[src/rtl/imod_pkg.sv]
// Package: shared helpers for the credit-based interrupt moderator.
// Assumes ring indices are non-negative and vectors 2 and 3 are kept off ring use.
package imod_pkg;

    // Vector used by a given ring: rings 0/1 map straight, later rings skip two slots.
    function automatic int ring_to_vec(input int ring);
        return (ring < 2) ? ring : ring + 2;
    endfunction

endpackage

[src/rtl/imod_ring_credit.sv]
// Module: one ring's credit counter and moderation mask.
// Counts completed descriptors, applies credit returns (clamped at zero,
// saturated at the top), and raises a one-cycle fire pulse when the ring
// must interrupt. Assumes at most one completion per cycle.
module imod_ring_credit #(
    parameter int CREDIT_W = 16
) (
    input  logic                clk,
    input  logic                rst_n,
    input  logic                cmpl_i,
    input  logic                ret_we_i,
    input  logic [CREDIT_W-1:0] ret_cnt_i,
    output logic [CREDIT_W-1:0] credit_o,
    output logic                automask_o,
    output logic                fire_o
);
    localparam int SW = CREDIT_W + 1;
    localparam logic [CREDIT_W-1:0] MAXC = '1;
    localparam logic [SW-1:0] MAXW = {1'b0, MAXC};

    logic [CREDIT_W-1:0] cnt_q;
    logic                amask_q;
    logic [SW-1:0]       sum_w;
    logic [SW-1:0]       ret_w;
    logic [SW-1:0]       left_w;
    logic [CREDIT_W-1:0] cnt_next;
    logic                amask_next;

    // Next count: old plus completion minus return, clamped to [0, MAX].
    always_comb begin
        sum_w    = {1'b0, cnt_q} + SW'(cmpl_i);
        ret_w    = ret_we_i ? {1'b0, ret_cnt_i} : '0;
        left_w   = (sum_w > ret_w) ? (sum_w - ret_w) : '0;
        cnt_next = (left_w > MAXW) ? MAXC : left_w[CREDIT_W-1:0];
    end

    // Fire and mask decision: a return re-evaluates, otherwise first completion fires.
    always_comb begin
        if (ret_we_i) begin
            fire_o     = (cnt_next != '0);
            amask_next = (cnt_next != '0);
        end else begin
            fire_o     = cmpl_i && !amask_q;
            amask_next = amask_q || cmpl_i;
        end
    end

    // State registers for count and moderation mask.
    always_ff @(posedge clk) begin
        if (!rst_n) begin
            cnt_q   <= '0;
            amask_q <= 1'b0;
        end else begin
            cnt_q   <= cnt_next;
            amask_q <= amask_next;
        end
    end

    assign credit_o   = cnt_q;
    assign automask_o = amask_q;

    // An unmasked ring never holds outstanding credits.
    p_idle_is_empty_r4: assert property (@(posedge clk) disable iff (!rst_n)
        !amask_q |-> (cnt_q == '0));

    // Firing always leaves the ring masked.
    p_fire_masks_r2: assert property (@(posedge clk) disable iff (!rst_n)
        fire_o |=> amask_q);

    // A lone completion below the ceiling adds exactly one.
    p_count_up_r1: assert property (@(posedge clk) disable iff (!rst_n)
        (cmpl_i && !ret_we_i && cnt_q != MAXC) |=> (cnt_q == $past(cnt_q) + CREDIT_W'(1)));

    // A return covering everything outstanding empties and re-arms the ring.
    p_clamp_r6: assert property (@(posedge clk) disable iff (!rst_n)
        (ret_we_i && ({1'b0, ret_cnt_i} >= ({1'b0, cnt_q} + SW'(cmpl_i))))
        |=> (cnt_q == '0 && !amask_q));

    // Masked completions without a return never fire.
    p_masked_quiet_r3: assert property (@(posedge clk) disable iff (!rst_n)
        (amask_q && !ret_we_i) |-> !fire_o);

endmodule

[src/rtl/imod_pick_first.sv]
// Module: find-first-set selector.
// Returns a one-hot grant for the lowest set request bit and its index.
// Pure combinational; assumes N >= 2.
module imod_pick_first #(
    parameter  int N     = 8,
    localparam int IDX_W = $clog2(N)
) (
    input  logic [N-1:0]     req_i,
    output logic [N-1:0]     grant_o,
    output logic [IDX_W-1:0] idx_o,
    output logic             any_o
);
    // Scan from bit 0 upward and keep the first hit.
    always_comb begin
        grant_o = '0;
        idx_o   = '0;
        any_o   = 1'b0;
        for (int i = 0; i < N; i++) begin
            if (req_i[i] && !any_o) begin
                grant_o[i] = 1'b1;
                idx_o      = IDX_W'(i);
                any_o      = 1'b1;
            end
        end
    end

endmodule

[src/rtl/imod_vec_dispatch.sv]
// Module: per-vector pending bits and request issue.
// Latches fire events per vector, holds them while the vector mask is set,
// and issues one registered request per cycle, lowest vector first.
// A new event in the cycle a vector is served keeps it pending.
module imod_vec_dispatch #(
    parameter  int NUM_VEC = 10,
    localparam int VEC_W   = $clog2(NUM_VEC)
) (
    input  logic               clk,
    input  logic               rst_n,
    input  logic [NUM_VEC-1:0] fire_vec_i,
    input  logic [NUM_VEC-1:0] vec_mask_i,
    output logic [NUM_VEC-1:0] pending_o,
    output logic               irq_valid_o,
    output logic [VEC_W-1:0]   irq_vec_o
);
    logic [NUM_VEC-1:0] pend_q;
    logic [NUM_VEC-1:0] ready_w;
    logic [NUM_VEC-1:0] grant_w;
    logic [VEC_W-1:0]   idx_w;
    logic               any_w;
    logic               valid_q;
    logic [VEC_W-1:0]   vec_q;

    // Vectors that may go out this cycle.
    assign ready_w = pend_q & ~vec_mask_i;

    imod_pick_first #(.N(NUM_VEC)) u_pick (
        .req_i   (ready_w),
        .grant_o (grant_w),
        .idx_o   (idx_w),
        .any_o   (any_w)
    );

    // Pending bits: served bit drops, new events set.
    always_ff @(posedge clk) begin
        if (!rst_n) pend_q <= '0;
        else        pend_q <= (pend_q & ~grant_w) | fire_vec_i;
    end

    // Registered request output.
    always_ff @(posedge clk) begin
        if (!rst_n) begin
            valid_q <= 1'b0;
            vec_q   <= '0;
        end else begin
            valid_q <= any_w;
            vec_q   <= idx_w;
        end
    end

    assign pending_o   = pend_q;
    assign irq_valid_o = valid_q;
    assign irq_vec_o   = vec_q;

    for (genvar v = 0; v < NUM_VEC; v++) begin : g_vchk
        // A masked pending vector stays pending.
        p_hold_masked_r9: assert property (@(posedge clk) disable iff (!rst_n)
            (pend_q[v] && vec_mask_i[v]) |=> pend_q[v]);

        // Every request came from a pending, unmasked vector one cycle earlier.
        p_req_from_pend_r12: assert property (@(posedge clk) disable iff (!rst_n)
            (valid_q && vec_q == VEC_W'(v)) |-> $past(pend_q[v] && !vec_mask_i[v]));

        // Nothing lower than a served vector was left waiting unmasked.
        if (v > 0) begin : g_order
            p_lowest_first_r11: assert property (@(posedge clk) disable iff (!rst_n)
                (valid_q && vec_q == VEC_W'(v)) |-> ($past(ready_w[v-1:0]) == '0));
        end
    end

endmodule

[src/rtl/credit_irq_moderator.sv]
// Module: top of the credit-based interrupt moderator.
// Instantiates one credit tracker per ring, maps ring fire pulses onto
// vectors (0,1 direct, then ring+2) and feeds the vector dispatcher.
// Assumes the credit-return port addresses one ring per write.
module credit_irq_moderator #(
    parameter  int NUM_RINGS = 8,
    parameter  int CREDIT_W  = 16,
    localparam int NUM_VEC   = NUM_RINGS + 2,
    localparam int RING_W    = (NUM_RINGS > 1) ? $clog2(NUM_RINGS) : 1,
    localparam int VEC_W     = $clog2(NUM_VEC)
) (
    input  logic                 clk,
    input  logic                 rst_n,
    input  logic [NUM_RINGS-1:0] cmpl_i,
    input  logic                 ret_we_i,
    input  logic [RING_W-1:0]    ret_ring_i,
    input  logic [CREDIT_W-1:0]  ret_cnt_i,
    input  logic [RING_W-1:0]    rd_ring_i,
    output logic [CREDIT_W-1:0]  rd_credit_o,
    input  logic [NUM_VEC-1:0]   vec_mask_i,
    output logic                 irq_valid_o,
    output logic [VEC_W-1:0]     irq_vec_o,
    output logic [NUM_VEC-1:0]   pending_o
);
    logic [CREDIT_W-1:0] credit_w [NUM_RINGS];
    logic [NUM_RINGS-1:0] fire_w;
    logic [NUM_RINGS-1:0] amask_w;
    logic [NUM_VEC-1:0]   fire_vec_w;

    for (genvar r = 0; r < NUM_RINGS; r++) begin : g_ring
        logic ret_hit;
        // Return write addressed to this ring.
        assign ret_hit = ret_we_i && (ret_ring_i == RING_W'(r));

        imod_ring_credit #(.CREDIT_W(CREDIT_W)) u_ring (
            .clk        (clk),
            .rst_n      (rst_n),
            .cmpl_i     (cmpl_i[r]),
            .ret_we_i   (ret_hit),
            .ret_cnt_i  (ret_cnt_i),
            .credit_o   (credit_w[r]),
            .automask_o (amask_w[r]),
            .fire_o     (fire_w[r])
        );
    end

    // Ring-to-vector routing of fire pulses.
    always_comb begin
        fire_vec_w = '0;
        for (int r = 0; r < NUM_RINGS; r++) begin
            fire_vec_w[imod_pkg::ring_to_vec(r)] = fire_w[r];
        end
    end

    // Count read-back mux; out-of-range ring reads zero.
    always_comb begin
        rd_credit_o = '0;
        for (int r = 0; r < NUM_RINGS; r++) begin
            if (rd_ring_i == RING_W'(r)) rd_credit_o = credit_w[r];
        end
    end

    imod_vec_dispatch #(.NUM_VEC(NUM_VEC)) u_disp (
        .clk         (clk),
        .rst_n       (rst_n),
        .fire_vec_i  (fire_vec_w),
        .vec_mask_i  (vec_mask_i),
        .pending_o   (pending_o),
        .irq_valid_o (irq_valid_o),
        .irq_vec_o   (irq_vec_o)
    );

    // Reserved vectors never carry a request or a pending bit.
    if (NUM_VEC > 3) begin : g_rsv
        p_no_reserved_r8: assert property (@(posedge clk) disable iff (!rst_n)
            !(irq_valid_o && (irq_vec_o == VEC_W'(2) || irq_vec_o == VEC_W'(3)))
            && !pending_o[2] && !pending_o[3]);
    end

    // Vector masking never disturbs ring state (moderation mask holds with idle inputs).
    p_vecmask_indep_r10: assert property (@(posedge clk) disable iff (!rst_n)
        (cmpl_i == '0 && !ret_we_i) |=> $stable(amask_w));

endmodule

[config.mk]
export PLATFORM = sky130hd
export DESIGN_NAME = credit_irq_moderator
export DESIGN_NICKNAME = d
export VERILOG_FILES = /design/src/rtl/imod_pkg.sv /design/src/rtl/imod_ring_credit.sv /design/src/rtl/imod_pick_first.sv /design/src/rtl/imod_vec_dispatch.sv /design/src/rtl/credit_irq_moderator.sv
export SDC_FILE = /design/constraint.sdc
export NUM_CORES = 1
export LEC_CHECK = 0
export ABC_CLOCK_PERIOD_IN_PS = 4400
export BUFFER_PORTS_ARGS = -buffer_cell sky130_fd_sc_hd__buf_4
export CORE_ASPECT_RATIO = 1.4
export CORE_MARGIN = 2
export CORE_UTILIZATION = 30
export DETAILED_ROUTE_END_ITERATION = 12
export SKIP_CTS_REPAIR_TIMING = 1
export SLEW_MARGIN = 10
export SYNTH_ARGS = -nofsm -noshare
export SYNTH_HDL_FRONTEND = slang
export SYNTH_HIERARCHICAL = 1
export SYNTH_SLANG_ARGS = --single-unit
[constraint.sdc]
create_clock -name clk -period 4.4 [get_ports clk]
set_input_delay 0.66 -clock clk [delete_from_list [all_inputs] [get_ports clk]]
set_output_delay 0.66 -clock clk [all_outputs]
set_load 0.02 [all_outputs]
==> results of run 1 <==
[cells in the final DEF, fill, tap and decap left out, types with 82 or more instances in the layout]
cell      count
nand2b_1     82
a21oi_1     268
ha_1        144
xnor2_1      84
nand2_1     317
nand3_1      84
buf_4       156
nor2_1      164
dfxtp_1     151
nand4_1      87
[cell usage after synthesis, types with 15 or more instances]
library cell | instances | area share (%)
nor2b_1 | 40 | 1.4
nand2_1 | 317 | 6.6
nand3_1 | 84 | 2.3
and3_1 | 31 | 1.1
o21a_1 | 21 | 0.87
o2111ai_1 | 37 | 1.8
or2_2 | 29 | 1.0
dfxtp_1 | 151 | 17
o211ai_1 | 46 | 1.9
and2_1 | 17 | 0.59
o211a_1 | 21 | 1.2
o31ai_1 | 23 | 0.95
mux2i_1 | 35 | 1.9
a21oi_1 | 268 | 7.4
ha_1 | 144 | 10
nor3_1 | 38 | 1.1
o21ai_0 | 76 | 2.1
xor2_1 | 75 | 3.6
a22oi_1 | 21 | 0.87
a21o_1 | 22 | 0.91
inv_1 | 76 | 1.6
buf_2 | 22 | 0.61
xnor2_1 | 84 | 4.1
nand4_1 | 87 | 3.0
nand2b_1 | 82 | 2.8
a31oi_1 | 17 | 0.59
a211oi_1 | 23 | 0.95
clkbuf_1 | 43 | 0.89
nor2_1 | 164 | 3.4
and4_1 | 15 | 0.73
[routing by layer]
layer	vias up	share of wire, %	wire, µm	GRT usage, %
li1	9105	-	-	-
met2	571	50	33000	37.4
met5	-	0	0	0
met4	0	7.1	4730	14.1
met1	8865	38	25400	22.9
met3	197	4.9	3230	2.78
[through the flow]
stage,total power [W],instance area [µm²]
floorplan,0.0102,18100
global placement,0.0134,19700
detailed placement,0.0134,19700
CTS,0.0149,20300
global route,0.0162,20300
finish,0.0150,20300
[power breakdown]
group	switching, W	internal (W)	leakage (nW)
clock	0.000689	0.000762	0.276
sequential	0.000613	0.00181	1.25
combinational	0.00679	0.00436	6.87
total	0.00809	0.00693	8.39
[path summary, 6_finish.rpt]
path,start,endpoint,slack (ns),cells after the start
worst max register to register,g_ring[0].u_ring/credit_o[0]$_SDFF_PN0_,u_disp/pending_o[0]$_SDFF_PN0_,0.39,15
worst min register to register,g_ring[7].u_ring/automask_o$_SDFF_PN0_,g_ring[7].u_ring/automask_o$_SDFF_PN0_,0.51,2
worst min-delay path,cmpl_i[7],g_ring[7].u_ring/automask_o$_SDFF_PN0_,0.48,3
worst max-delay path,g_ring[0].u_ring/credit_o[0]$_SDFF_PN0_,u_disp/pending_o[0]$_SDFF_PN0_,0.39,15
[worst max-delay path, cell delays in order, from the launching register on]
cell and delay [ns]:
dfxtp_1 0.39, ha_1 0.22, ha_1 0.19, nand3_1 0.09
or2_2 0.33, nor2_1 0.16, xor2_1 0.22, ha_1 0.35
nor2b_1 0.20, nand3_1 0.10, nor3_1 0.05, nor3b_1 0.56
o2111ai_1 0.32, nor4_2 0.37, o31ai_1 0.16, o21a_1 0.20
[registers in the layout, indices dropped and copies added (netlist names)]
register,cells
u_disp/irq_vec_o,4
g_ring.u_ring/automask_o,8
g_ring.u_ring/credit_o,128
u_disp/irq_valid_o,1
u_disp/pending_o,10
[cell type report]
class                      count  share of cell area (%)
multi-input combinational   2088                    70.3
sequential                   151                    14.9
clock buffer                  18                    2.16
timing repair buffer         158                    5.97
inverter                      76                    1.41
clock inverter                14                   0.641
tap                          756                    4.66
[cells by family after synthesis]
logic type,Yosys count,synth area share (%)
AND/OR/NAND/NOR,1007,28.9
AO/OA/AOI/OAI,720,28.4
buffers and inverters,172,4.47
XOR/XNOR,166,8.33
adder cells (fa/ha/maj),152,10.8
flip-flops,151,16.7
multiplexers,41,2.31
other,1,0.0207
==> impl_metrics.json, run 1 <==
{
  "cp-start-kind": "flop",
  "drv_cap": 0,
  "wl_per_cell_um": 20.3,
  "stdcell_count": 3261,
  "gp_congestion": 0.962,
  "fmax_ghz": 0.249,
  "synth_area_um2": 18100,
  "syn_area_per_cell_um2": 7.50,
  "num_vias": 18700,
  "portBuffers": 73,
  "clk_pin_slew_ns": 0.07,
  "p_leak_nw": 8.39,
  "skew_ns": 0.0122,
  "die_width_um": 212,
  "cp_max_fo": 7,
  "crit_arrival_ns": 4.35,
  "fin_setup_tns_ns": 0,
  "track_usage_pct": 20.9,
  "slew_headroom_pct": 36.0,
  "drt_iter0_drc": 1323,
  "die_y_um": 295,
  "rsz0062_at_grt": "no",
  "holdWs_ns": 0.477,
  "cts_buffers": 17,
  "cts.path.max_buffers": 2,
  "hold_path_class": "in -> reg",
  "ys_warn_count": 6,
  "drv_slew": 0,
  "drcViolationCount": 0,
  "layout.nets": 2687,
  "hold_viol": 0,
  "dp_hpwl_um": 53200,
  "fill_cells": 6465,
  "power.density_nw_per_um2": 740,
  "antenna-diode-count": 0,
  "firstDrtPassIters": 6,
  "areaGrowthSynthToFinish_pct": 12.3,
  "fin_crit_sh_pct": 91.2,
  "layout_setup_ws_ns": 0.386,
  "core_um2": 59700,
  "worstSkewPairLatency_ns": 0.45,
  "ir_drop_v": 0.000347,
  "regArea_um2": 3020,
  "post-route-min-period_ns": 4.01,
  "grt_max_degree": 66,
  "antenna_found_initial": 0,
  "syn_inst": 2410,
  "cp.required_ns": 4.74,
  "postSynthRegisterBits": 151,
  "drive_gt1_share_pct": 12.9,
  "synth_cell_types": 98,
  "rows": 106,
  "dp_cells": 3229,
  "dieArea_um2": 62300,
  "synthFlopType": "dfxtp_1",
  "htree_levels": 4,
  "status": "finished, final reports clean",
  "synth_edf_count": 0,
  "grt-ovfl-total": 0,
  "worst_pin_slew_ns": 0.959,
  "via_per_inst": 5.75,
  "async_flop_share_pct": 0,
  "setup_violations": 0,
  "start_util_pct": 30.3,
  "ys_seq_area_share_pct": 16.7,
  "multiInputGateArea_um2": 14300,
  "cts_tree": "yes",
  "cp-end-kind": "flop",
  "crit_type": "reg -> reg",
  "first_global_vias": 18100,
  "antenna_left": 0,
  "dp_slack_ns": 0.141,
  "ios": 74,
  "grt_pass1_wl_um": 101000,
  "fin_util_pct": 34.0,
  "clock_sinks": 151,
  "ctsRootBufferMaster": "clkbuf_16",
  "wl_um": 66400
}
(Power assumes the default switching activity.)
==> run 2, diff against run 1 <==
--- a/config.mk
+++ b/config.mk
@@ -5,10 +5,9 @@
 export SDC_FILE = /design/constraint.sdc
 export NUM_CORES = 1
 export LEC_CHECK = 0
-export ABC_CLOCK_PERIOD_IN_PS = 4400
+export ABC_CLOCK_PERIOD_IN_PS = 3700
 export BUFFER_PORTS_ARGS = -buffer_cell sky130_fd_sc_hd__buf_4
 export CORE_ASPECT_RATIO = 1.4
-export CORE_MARGIN = 2
 export CORE_UTILIZATION = 30
 export DETAILED_ROUTE_END_ITERATION = 12
 export SKIP_CTS_REPAIR_TIMING = 1
==> constraint.sdc (replaced) <==
create_clock -name clk -period 3.7 [get_ports clk]
set_input_delay 0.555 -clock clk [delete_from_list [all_inputs] [get_ports clk]]
set_output_delay 0.555 -clock clk [all_outputs]
set_load 0.02 [all_outputs]
==> run 2 against run 1 <==
  * Global-route usage increased by 1.8 points
  * Power increased by 47%
  * Wire length increased by 7.8%
  * Sequential share of layout area decreased by 2.5 points
  * Critical path type unchanged
  * Fmax increased by 13%
  * Non-clock buffer count increased by 460
  * Sequential cell count unchanged
  * First-iteration DRC count decreased by 9.3%
  * Clock skew increased by 0.0011 ns
  * Clock power increased by 19%
==> impl_metrics.json, run 2 (synthesis results as in run 1) <==
{
  "status": "finished, final reports clean",
  "ctsRootBufferMaster": "clkbuf_16",
  "drv_slew": 0,
  "rsz0062_at_grt": "yes",
  "post-route-min-period_ns": 3.56,
  "finalInstanceArea_um2": 24400,
  "skew_ns": 0.0133,
  "grt_max_degree": 47,
  "via_per_inst": 5.50,
  "firstDrtPassIters": 6,
  "hold_path_class": "in -> reg",
  "dp_hpwl_um": 57700,
  "path_cells": "ha_4 > buf_4 > nand4_1 > nor2_1 > xor2_1 > ha_1 > a21o_1 > a211o_1 > o211a_4 > buf_4 > o211ai_1 > nand4_1 > nor4_4 > o31ai_2 > buf_4 > o21a_1",
  "worst_pin_slew_ns": 0.639,
  "ios": 74,
  "num_vias": 20500,
  "wl_per_cell_um": 19.2,
  "dieArea_um2": 61300,
  "portBuffers": 73,
  "cp_top_family": "compound AO/OA/AOI/OAI gates",
  "drcViolationCount": 0,
  "largest_reg_flops": 128,
  "crit_type": "reg -> reg",
  "worstSkewPairLatency_ns": 0.45,
  "die_width_um": 210,
  "slew_headroom_pct": 57.3,
  "cp-end-kind": "flop",
  "cp_max_fo": 3,
  "layout.nets": 3148,
  "final_cell_mix": "buf_4, nand2_1, a21oi_1, dfxtp_1, nor2_1",
  "placed_cell_area_um2": 23200,
  "clock_sinks": 151,
  "gp_congestion": 0.953,
  "areaGrowthSynthToFinish_pct": 35.2,
  "die_y_um": 293,
  "cts_tree": "yes",
  "mostFrequentLayoutCell": "buf_4",
  "cts_buffers": 17,
  "crit_slowest_cell": "dfxtp_4",
  "cp.required_ns": 4.05,
  "hold_viol": 0,
  "power.density_nw_per_um2": 904,
  "fmax_ghz": 0.281,
  "cts.path.max_buffers": 2,
  "drt_iter0_drc": 1200,
  "critPathMostFrequentCell": "buf_4",
  "start_util_pct": 30.3,
  "crit_buf_inv": 3,
  "core_um2": 59700,
  "first_global_vias": 19900,
  "htree_levels": 4,
  "dp_cells": 3660,
  "drv_cap": 0,
  "fin_crit_sh_pct": 96.3,
  "antenna_left": 0,
  "ir_drop_v": 0.000412,
  "track_usage_pct": 22.7,
  "rows": 106,
  "crit_arrival_ns": 3.91,
  "setup_violations": 0,
  "cp-start-kind": "flop",
  "p_leak_nw": 10.8,
  "grt-ovfl-total": 0,
  "stdcell_count": 3723,
  "wl_um": 71500,
  "clk_pin_slew_ns": 0.07,
  "drive_gt1_share_pct": 29.5,
  "critPathMaxStageDelay_ns": 0.36,
  "antenna_found_initial": 1,
  "fin_util_pct": 41.0,
  "grt_pass1_wl_um": 108000
}
run 2: where the power goes:
| group | switching (W) | internal [W] |
|---|---|---|
| logic | 0.00916 | 0.00840 |
| clock network | 0.000805 | 0.000913 |
| registers | 0.000658 | 0.00216 |
| total | 0.0106 | 0.0115 |
run 2: worst reg2reg max path, stage by stage, from the launching register on:
cell      delay [ns]
dfxtp_4         0.36
ha_4            0.12
buf_4           0.10
nand4_1         0.16
nor2_1          0.18
xor2_1          0.22
ha_1            0.29
a21o_1          0.18
a211o_1         0.26
o211a_4         0.26
buf_4           0.14
o211ai_1        0.26
nand4_1         0.22
nor4_4          0.32
o31ai_2         0.10
buf_4           0.13
o21a_1          0.17
run 2: area by class of cell:
type                       instances  area [µm²]
tap                              756         946
fill                            6183       35200
clock buffer                      19         453
clock inverter                    13         110
inverter                          76         285
antenna                            1        2.50
multi-input combinational       2089       14800
sequential                       151        3030
timing repair buffer             618        4860
run 2: worst paths after layout:
kind                                                         startpoint                                endpoint  slack [ns]  cells after the start
worst max-delay path            g_ring[2].u_ring/credit_o[0]$_SDFF_PN0_          u_disp/pending_o[4]$_SDFF_PN0_        0.14                     16
worst min-delay path                                          cmpl_i[4]  g_ring[4].u_ring/automask_o$_SDFF_PN0_        0.41                      3
worst max register to register  g_ring[2].u_ring/credit_o[0]$_SDFF_PN0_          u_disp/pending_o[4]$_SDFF_PN0_        0.14                     16
worst min register to register   g_ring[7].u_ring/automask_o$_SDFF_PN0_  g_ring[7].u_ring/automask_o$_SDFF_PN0_        0.52                      2
run 2: metrics by stage:
step	power [W]	TNS, ns	worst slack (ns)	hold slack (ns)
final	0.0221	0	0.137	0.412
after global routing	0.0236	-0.227	-0.0707	0.424
after CTS	0.0211	-0.0752	-0.0752	0.398
after detailed placement	0.0193	-5.87	-0.326	0.500
after global placement	0.0193	-5.44	-0.317	0.493
after floorplan	0.0121	0	0.0443	0.468
run 2: routing by layer:
metal / wire, µm / GRT usage (%)
met4: 5180 / 15.5
met1: 26900 / 23.8
met3: 3050 / 3.06
met5: 13 / 0
met2: 36400 / 41.9
